## src/rtl/pfq_pkg.sv

```systemverilog
package pfq_pkg;

    localparam int unsigned PFQ_ADDR_W     = 32;
    localparam int unsigned PFQ_LINE_BYTES = 16;
    localparam int unsigned PFQ_WIN_BYTES  = 3;

    // Tracking of the single in-flight line read
    typedef struct packed {
        logic busy;   // a read has been accepted and not yet answered
        logic epoch;  // epoch value when the read was accepted
        logic slot;   // buffer the line is destined for
    } pfq_pend_t;

    function automatic int unsigned pfq_min(input int unsigned a, input int unsigned b);
        return (a < b) ? a : b;
    endfunction

endpackage

```

## src/rtl/pfq_line_store.sv

```systemverilog
module pfq_line_store #(
    parameter  int unsigned LINE_BYTES = 16,
    localparam int unsigned LINE_BITS  = LINE_BYTES * 8
) (
    input  logic                       clk,
    input  logic                       rst,
    input  logic                       flush,
    input  logic                       wr_en,
    input  logic                       wr_slot,
    input  logic [LINE_BITS-1:0]       wr_data,
    input  logic                       free_en,
    input  logic                       free_slot,
    output logic [1:0][LINE_BITS-1:0]  slot_data,
    output logic [1:0]                 slot_valid
);

    for (genvar s = 0; s < 2; s++) begin : g_slot
        logic                 vld_q;
        logic [LINE_BITS-1:0] dat_q;

        always_ff @(posedge clk) begin
            if (rst) begin
                vld_q <= 1'b0;
            end else if (flush) begin
                vld_q <= 1'b0;
            end else if (wr_en && (wr_slot == 1'(s))) begin
                vld_q <= 1'b1;
            end else if (free_en && (free_slot == 1'(s))) begin
                vld_q <= 1'b0;
            end
        end

        always_ff @(posedge clk) begin
            if (wr_en && !flush && (wr_slot == 1'(s))) begin
                dat_q <= wr_data;
            end
        end

        assign slot_valid[s] = vld_q;
        assign slot_data[s]  = dat_q;
    end

    // A line is never written into the buffer that is being released
    AST_NO_WR_ON_FREE: assert property (@(posedge clk) disable iff (rst)
        !(wr_en && free_en && (wr_slot == free_slot)));

endmodule

```

## src/rtl/pfq_window.sv

```systemverilog
module pfq_window #(
    parameter  int unsigned LINE_BYTES = 16,
    parameter  int unsigned WIN_BYTES  = 3,
    localparam int unsigned LINE_BITS  = LINE_BYTES * 8,
    localparam int unsigned OFS_W      = $clog2(LINE_BYTES),
    localparam int unsigned CNT_W      = $clog2(WIN_BYTES + 1),
    localparam int unsigned AVL_W      = OFS_W + 2
) (
    input  logic                       head,
    input  logic [OFS_W-1:0]           ptr,
    input  logic [1:0][LINE_BITS-1:0]  slot_data,
    input  logic [1:0]                 slot_valid,
    output logic [WIN_BYTES*8-1:0]     win_bytes,
    output logic [CNT_W-1:0]           win_count
);

    logic [AVL_W-1:0] avail;

    always_comb begin
        avail = '0;
        if (slot_valid[head]) begin
            avail = AVL_W'(LINE_BYTES) - AVL_W'(ptr);
            if (slot_valid[~head]) begin
                avail = avail + AVL_W'(LINE_BYTES);
            end
        end
        win_count = (avail >= AVL_W'(WIN_BYTES)) ? CNT_W'(WIN_BYTES) : CNT_W'(avail);
    end

    // One byte lane per window position; the carry bit picks the buffer
    for (genvar i = 0; i < WIN_BYTES; i++) begin : g_lane
        logic [OFS_W:0]   idx;
        logic             src;
        logic [OFS_W-1:0] lo;

        always_comb begin
            idx = {1'b0, ptr} + (OFS_W + 1)'(i);
            src = head ^ idx[OFS_W];
            lo  = idx[OFS_W-1:0];
            win_bytes[8*i +: 8] = slot_data[src][8*lo +: 8];
        end
    end

endmodule

```

## src/rtl/pfq_fetch_ctl.sv

```systemverilog
module pfq_fetch_ctl
    import pfq_pkg::*;
#(
    parameter  int unsigned ADDR_W     = 32,
    parameter  int unsigned LINE_BYTES = 16,
    localparam int unsigned OFS_W      = $clog2(LINE_BYTES),
    localparam int unsigned LN_W       = ADDR_W - OFS_W
) (
    input  logic              clk,
    input  logic              rst,
    input  logic              redir_valid,
    input  logic [LN_W-1:0]   redir_line,
    input  logic              head,
    input  logic [1:0]        slot_valid,
    input  logic              req_ready,
    input  logic              fill_valid,
    output logic              req_valid,
    output logic [LN_W-1:0]   req_line,
    output logic              fill_wr,
    output logic              fill_slot
);

    pfq_pend_t       pend_q;
    logic            epoch_q;
    logic [LN_W-1:0] next_line_q;
    logic            tgt_slot;
    logic            hs;

    always_comb begin
        tgt_slot  = slot_valid[head] ? ~head : head;
        req_valid = !pend_q.busy && (slot_valid != 2'b11);
        hs        = req_valid && req_ready;
        fill_wr   = fill_valid && pend_q.busy && (pend_q.epoch == epoch_q) && !redir_valid;
        fill_slot = pend_q.slot;
    end

    assign req_line = next_line_q;

    always_ff @(posedge clk) begin
        if (rst) begin
            pend_q      <= '0;
            epoch_q     <= 1'b0;
            next_line_q <= '0;
        end else begin
            if (hs) begin
                pend_q <= '{busy: 1'b1, epoch: epoch_q, slot: tgt_slot};
            end else if (fill_valid) begin
                pend_q.busy <= 1'b0;
            end

            if (redir_valid) begin
                next_line_q <= redir_line;
                // Force a mismatch with the in-flight read, however many redirects follow
                if (hs) begin
                    epoch_q <= ~epoch_q;
                end else if (pend_q.busy) begin
                    epoch_q <= ~pend_q.epoch;
                end
            end else if (hs) begin
                next_line_q <= next_line_q + 1'b1;
            end
        end
    end

    AST_REQ_HOLD: assert property (@(posedge clk) disable iff (rst)
        req_valid && !req_ready && !redir_valid |=> req_valid && $stable(req_line));

    AST_FILL_ONLY_PENDING: assert property (@(posedge clk) disable iff (rst)
        fill_valid |-> pend_q.busy);

    AST_STALE_DROPPED: assert property (@(posedge clk) disable iff (rst)
        fill_valid && pend_q.busy && (pend_q.epoch != epoch_q) |=> !slot_valid[$past(pend_q.slot)]);

    AST_FILL_REDIR_DROPPED: assert property (@(posedge clk) disable iff (rst)
        fill_valid && redir_valid |=> (slot_valid == 2'b00));

endmodule

```

## src/rtl/ifetch_pingpong_queue.sv

```systemverilog
module ifetch_pingpong_queue
    import pfq_pkg::*;
#(
    parameter  int unsigned ADDR_W     = PFQ_ADDR_W,
    parameter  int unsigned LINE_BYTES = PFQ_LINE_BYTES,
    parameter  int unsigned WIN_BYTES  = PFQ_WIN_BYTES,
    localparam int unsigned OFS_W      = $clog2(LINE_BYTES),
    localparam int unsigned LN_W       = ADDR_W - OFS_W,
    localparam int unsigned LINE_BITS  = LINE_BYTES * 8,
    localparam int unsigned WIN_BITS   = WIN_BYTES * 8,
    localparam int unsigned CNT_W      = $clog2(WIN_BYTES + 1)
) (
    input  logic                 clk,
    input  logic                 rst,
    input  logic                 redir_valid,
    input  logic [ADDR_W-1:0]    redir_addr,
    output logic                 fetch_req_valid,
    input  logic                 fetch_req_ready,
    output logic [ADDR_W-1:0]    fetch_req_addr,
    input  logic                 fill_valid,
    input  logic [LINE_BITS-1:0] fill_data,
    output logic [WIN_BITS-1:0]  win_bytes,
    output logic [CNT_W-1:0]     win_count,
    output logic [ADDR_W-1:0]    win_addr,
    input  logic [CNT_W-1:0]     take_count
);

    logic                       head_q;
    logic [OFS_W-1:0]           ptr_q;
    logic [LN_W-1:0]            line_q;

    logic [1:0]                 slot_valid;
    logic [1:0][LINE_BITS-1:0]  slot_data;
    logic                       fill_wr;
    logic                       fill_slot;
    logic [LN_W-1:0]            req_line;

    logic [CNT_W-1:0]           take_eff;
    logic [OFS_W:0]             sum;
    logic                       wrap;

    always_comb begin
        take_eff = redir_valid ? '0 : take_count;
        sum      = {1'b0, ptr_q} + (OFS_W + 1)'(take_eff);
        wrap     = sum[OFS_W];
    end

    // Pointer, current line and active buffer
    always_ff @(posedge clk) begin
        if (rst) begin
            head_q <= 1'b0;
            ptr_q  <= '0;
            line_q <= '0;
        end else if (redir_valid) begin
            ptr_q  <= redir_addr[OFS_W-1:0];
            line_q <= redir_addr[ADDR_W-1:OFS_W];
        end else if (take_eff != '0) begin
            ptr_q <= sum[OFS_W-1:0];
            if (wrap) begin
                head_q <= ~head_q;
                line_q <= line_q + 1'b1;
            end
        end
    end

    pfq_line_store #(
        .LINE_BYTES (LINE_BYTES)
    ) u_store (
        .clk        (clk),
        .rst        (rst),
        .flush      (redir_valid),
        .wr_en      (fill_wr),
        .wr_slot    (fill_slot),
        .wr_data    (fill_data),
        .free_en    (wrap),
        .free_slot  (head_q),
        .slot_data  (slot_data),
        .slot_valid (slot_valid)
    );

    pfq_window #(
        .LINE_BYTES (LINE_BYTES),
        .WIN_BYTES  (WIN_BYTES)
    ) u_window (
        .head       (head_q),
        .ptr        (ptr_q),
        .slot_data  (slot_data),
        .slot_valid (slot_valid),
        .win_bytes  (win_bytes),
        .win_count  (win_count)
    );

    pfq_fetch_ctl #(
        .ADDR_W     (ADDR_W),
        .LINE_BYTES (LINE_BYTES)
    ) u_fetch (
        .clk        (clk),
        .rst        (rst),
        .redir_valid(redir_valid),
        .redir_line (redir_addr[ADDR_W-1:OFS_W]),
        .head       (head_q),
        .slot_valid (slot_valid),
        .req_ready  (fetch_req_ready),
        .fill_valid (fill_valid),
        .req_valid  (fetch_req_valid),
        .req_line   (req_line),
        .fill_wr    (fill_wr),
        .fill_slot  (fill_slot)
    );

    assign fetch_req_addr = {req_line, {OFS_W{1'b0}}};
    assign win_addr       = {line_q, ptr_q};

    AST_TAKE_BOUND: assert property (@(posedge clk) disable iff (rst)
        !redir_valid |-> take_count <= win_count);

    AST_ADVANCE: assert property (@(posedge clk) disable iff (rst)
        !redir_valid && (take_count != '0) |=> win_addr == $past(win_addr) + ADDR_W'($past(take_count)));

    AST_REDIR_EMPTY: assert property (@(posedge clk) disable iff (rst)
        redir_valid |=> win_count == '0);

    AST_REDIR_TARGET: assert property (@(posedge clk) disable iff (rst)
        redir_valid |=> win_addr == $past(redir_addr));

    AST_HEAD_FIRST: assert property (@(posedge clk) disable iff (rst)
        slot_valid[~head_q] |-> slot_valid[head_q]);

endmodule

```

## config.mk

```make
export PLATFORM = sky130hd
export DESIGN_NAME = ifetch_pingpong_queue
export DESIGN_NICKNAME = d
export VERILOG_FILES = /design/src/rtl/pfq_pkg.sv /design/src/rtl/pfq_line_store.sv /design/src/rtl/pfq_window.sv /design/src/rtl/pfq_fetch_ctl.sv /design/src/rtl/ifetch_pingpong_queue.sv
export SDC_FILE = /design/constraint.sdc
export NUM_CORES = 1
export LEC_CHECK = 0
export ABC_AREA = 1
export BUFFER_PORTS_ARGS = -buffer_cell sky130_fd_sc_hd__buf_2
export CAP_MARGIN = 20
export CORE_MARGIN = 2
export CORE_UTILIZATION = 30
export CTS_BUF_LIST = sky130_fd_sc_hd__clkbuf_4
export CTS_CLUSTER_SIZE = 24
export DETAILED_ROUTE_END_ITERATION = 16
export PLACE_DENSITY_LB_ADDON = 0.2
export SLEW_MARGIN = 20
export SYNTH_ARGS = -nofsm -noshare
export SYNTH_HDL_FRONTEND = slang
export SYNTH_SLANG_ARGS = --single-unit
```

## constraint.sdc

```tcl
create_clock -name clk -period 22.1 [get_ports clk]
set_clock_uncertainty 0.15 [all_clocks]
set_input_delay 2.21 -clock clk [delete_from_list [all_inputs] [get_ports clk]]
set_output_delay 2.21 -clock clk [all_outputs]
set_load 0.02 [all_outputs]
```

==> results.tsv <==
metric	value	unit
status	completed	
placementRows	95	
cts-hold-fix-buffers	0	
clkLatencyLatePin	840	ps
required	19740	ps
boundaryPins	258	
port_buffers	253	
ys_ff_latch	323	
finalSetupTns	0	ps
grt_pass1_vias	18920	
synth_edf_count	256	
first_iter_violations	1922	
ir_drop	0.03588	mV
clock_sinks	323	
viasPerCell	5.143	
final_cell_mix	824 x nand2_1, 448 x nand3_1, 350 x inv_1	
place_congestion	0.8812	
drc_errors	0	
dp_hpwl	52560	um
min_period	7868	ps
hold_path.class	reg -> reg	
core	67040	um^2
ys_seq_area_share	44.59	%
initial_utilization	30.21	%
startpoint_type	register	
p_leak	10.20	nW
clockBufferDepth	3	
synth_ff_type	edfxtp_1	
cts_resized	0	
syn-cell-area	20250	um^2
async_reset_ff_share	0	%
rsz0062_at_grt	no	
slew-limit-headroom	25.71	%
worstPathArrival	5510	ps
synth.distinct_cells	42	
route.vias.total	20420	
cts_setup_buffers	0	
die_w	263.8	um
crit_path_end_kind	primary output	
die_area	69590	um^2
final_antenna_net_count	0	
cts_tree	yes	
setup_viol	0	
crit_type	reg -> out	
hold_violations	0	
final_nets	3204	
gr-usage-all-layers	22.68	%
h-tree-depth	3	
antenna_found_initial	15	
fmax	127.1	MHz
final_common_cell	nand2_1	
fin_crit_sh	35.60	%
yosysWarningCount	0	
path_max_fanout	55	
tightestPinTransition	1114	ps
finalPower	1.509	mW
clkSlewWorstSetupHoldPaths	70	ps
grt_max_degree	130	
routed_wirelength	80650	um
cts-root-buf	clkbuf_4	
routedWlPerCell	20.32	um
grt_overflow	0	
syn_to_final_growth	14.70	%
grt_pass1_wl	120000	um
cts_buffers	91	
power.density	64.96	nW/um^2
drv_slew	0	
netlist_instances	2825	
die_h	263.8	um
drv_cap	0	
syn_area_per_cell	7.168	um^2
drive_gt1_share	14.35	%
drt_first_pass_iters	7	
-- critical path, stage by stage, from the launching register on --
cell and delay [ps]:
dfxtp_4 540, buf_4 610, ha_1 340, inv_1 60, nor2_1 130, nand2_1 100
nand2_4 440, buf_4 600, buf_4 630, nand2_1 110, nand2_1 80, nand2_1 50
nand2_1 70, nor2_1 50, nand2_1 110, nand3_1 240, nand2_1 200, buf_2 190
-- final timing paths --
path,from,to,slack [ps],depth (start not counted)
setup / recovery,ptr_q[0]$_SDFFE_PP0P_,win_bytes[12],14230,17
hold / removal,u_store.g_slot[1].vld_q$_SDFFE_PP0P_,u_store.g_slot[1].vld_q$_SDFFE_PP0P_,380,2
hold reg to reg,u_store.g_slot[1].vld_q$_SDFFE_PP0P_,u_store.g_slot[1].vld_q$_SDFFE_PP0P_,380,2
setup reg to reg,ptr_q[1]$_SDFFE_PP0P_,line_q[27]$_SDFFE_PP0P_,18170,9
-- where the power goes --
group          switching [mW]  total (mW)  internal (mW)  leakage [nW]
sequential             0.0169       0.686          0.670          2.86
combinational           0.206       0.287         0.0809          6.69
clock                   0.271       0.535          0.264         0.648
-- through the flow --
stage                     hold slack, ps  utilization, %  setup slack, ps  std cells  area [um^2]
final                              381.6           34.65            14230       3970        23230
after global routing               430.3           34.62            13860       3964        23210
after CTS                          388.3           34.61            14240       3960        23200
after detailed placement           370.9           33.00            15170       3807        22120
after global placement             371.6           33.00            15210       3807        22120
after floorplan                    319.7               -            13350       2828        20260
-- cell type report --
cell class	instances	area, um^2
flip-flops and latches	323	9035
repair buffers	283	1516
inverters	357	1348
diodes	10	25.02
clock buffers	127	953.4
clock inverters	26	123.9
multi-input cells	1971	9133
well taps	873	1092
fillers	7331	43810
-- synthesized netlist by cell type, types with 6 or more instances --
cell	instances	area share [%]
a21oi_1	190	4.7
xor2_1	20	0.87
a31oi_1	20	0.62
clkbuf_1	86	1.6
o21a_1	8	0.30
o21ai_1	7	0.17
ha_1	9	0.56
edfxtp_1	256	38
o21ai_0	223	5.5
nand3_1	448	11
inv_1	353	6.5
buf_2	56	1.4
xnor2_1	6	0.26
nand4_1	13	0.40
buf_1	19	0.35
buf_4	14	0.52
nor3_1	18	0.44
nand2_1	826	15
dfxtp_1	67	6.6
nor2_1	114	2.1
o211ai_1	34	1.3
-- per-layer routing --
metal	track usage, %	share of wire, %	vias up
met5	0	0.083	-
met4	9.352	3.9	12
met3	5.089	8.5	178
met2	34.54	43	916
met1	31.03	44	9505
li1	-	-	9808
-- flip-flops by register name, summed over array words and instances (netlist names) --
name	flops
ptr_q	4
u_fetch.pend_q	2
line_q	28
u_fetch.fill_slot	1
u_store.g_slot.dat_q	256
u_store.g_slot.vld_q	2
u_fetch.epoch_q	1
head_q	1
u_fetch.req_line	28
-- cell families (layout without fill, tap and decap cells) --
logic type	after synthesis	after routing	share of synthesized area [%]
AOI/OAI and AO/OA	496	496	13.05
DFF	323	323	44.59
adders and majority gates	10	10	0.6550
and+or+nand+nor	1433	1433	29.86
buffers and inverters	534	793	10.58
muxes	1	1	0.04943
xor gates and xnor gates	27	27	1.205
other	1	14	0.01852
(Power assumes the default switching activity.)
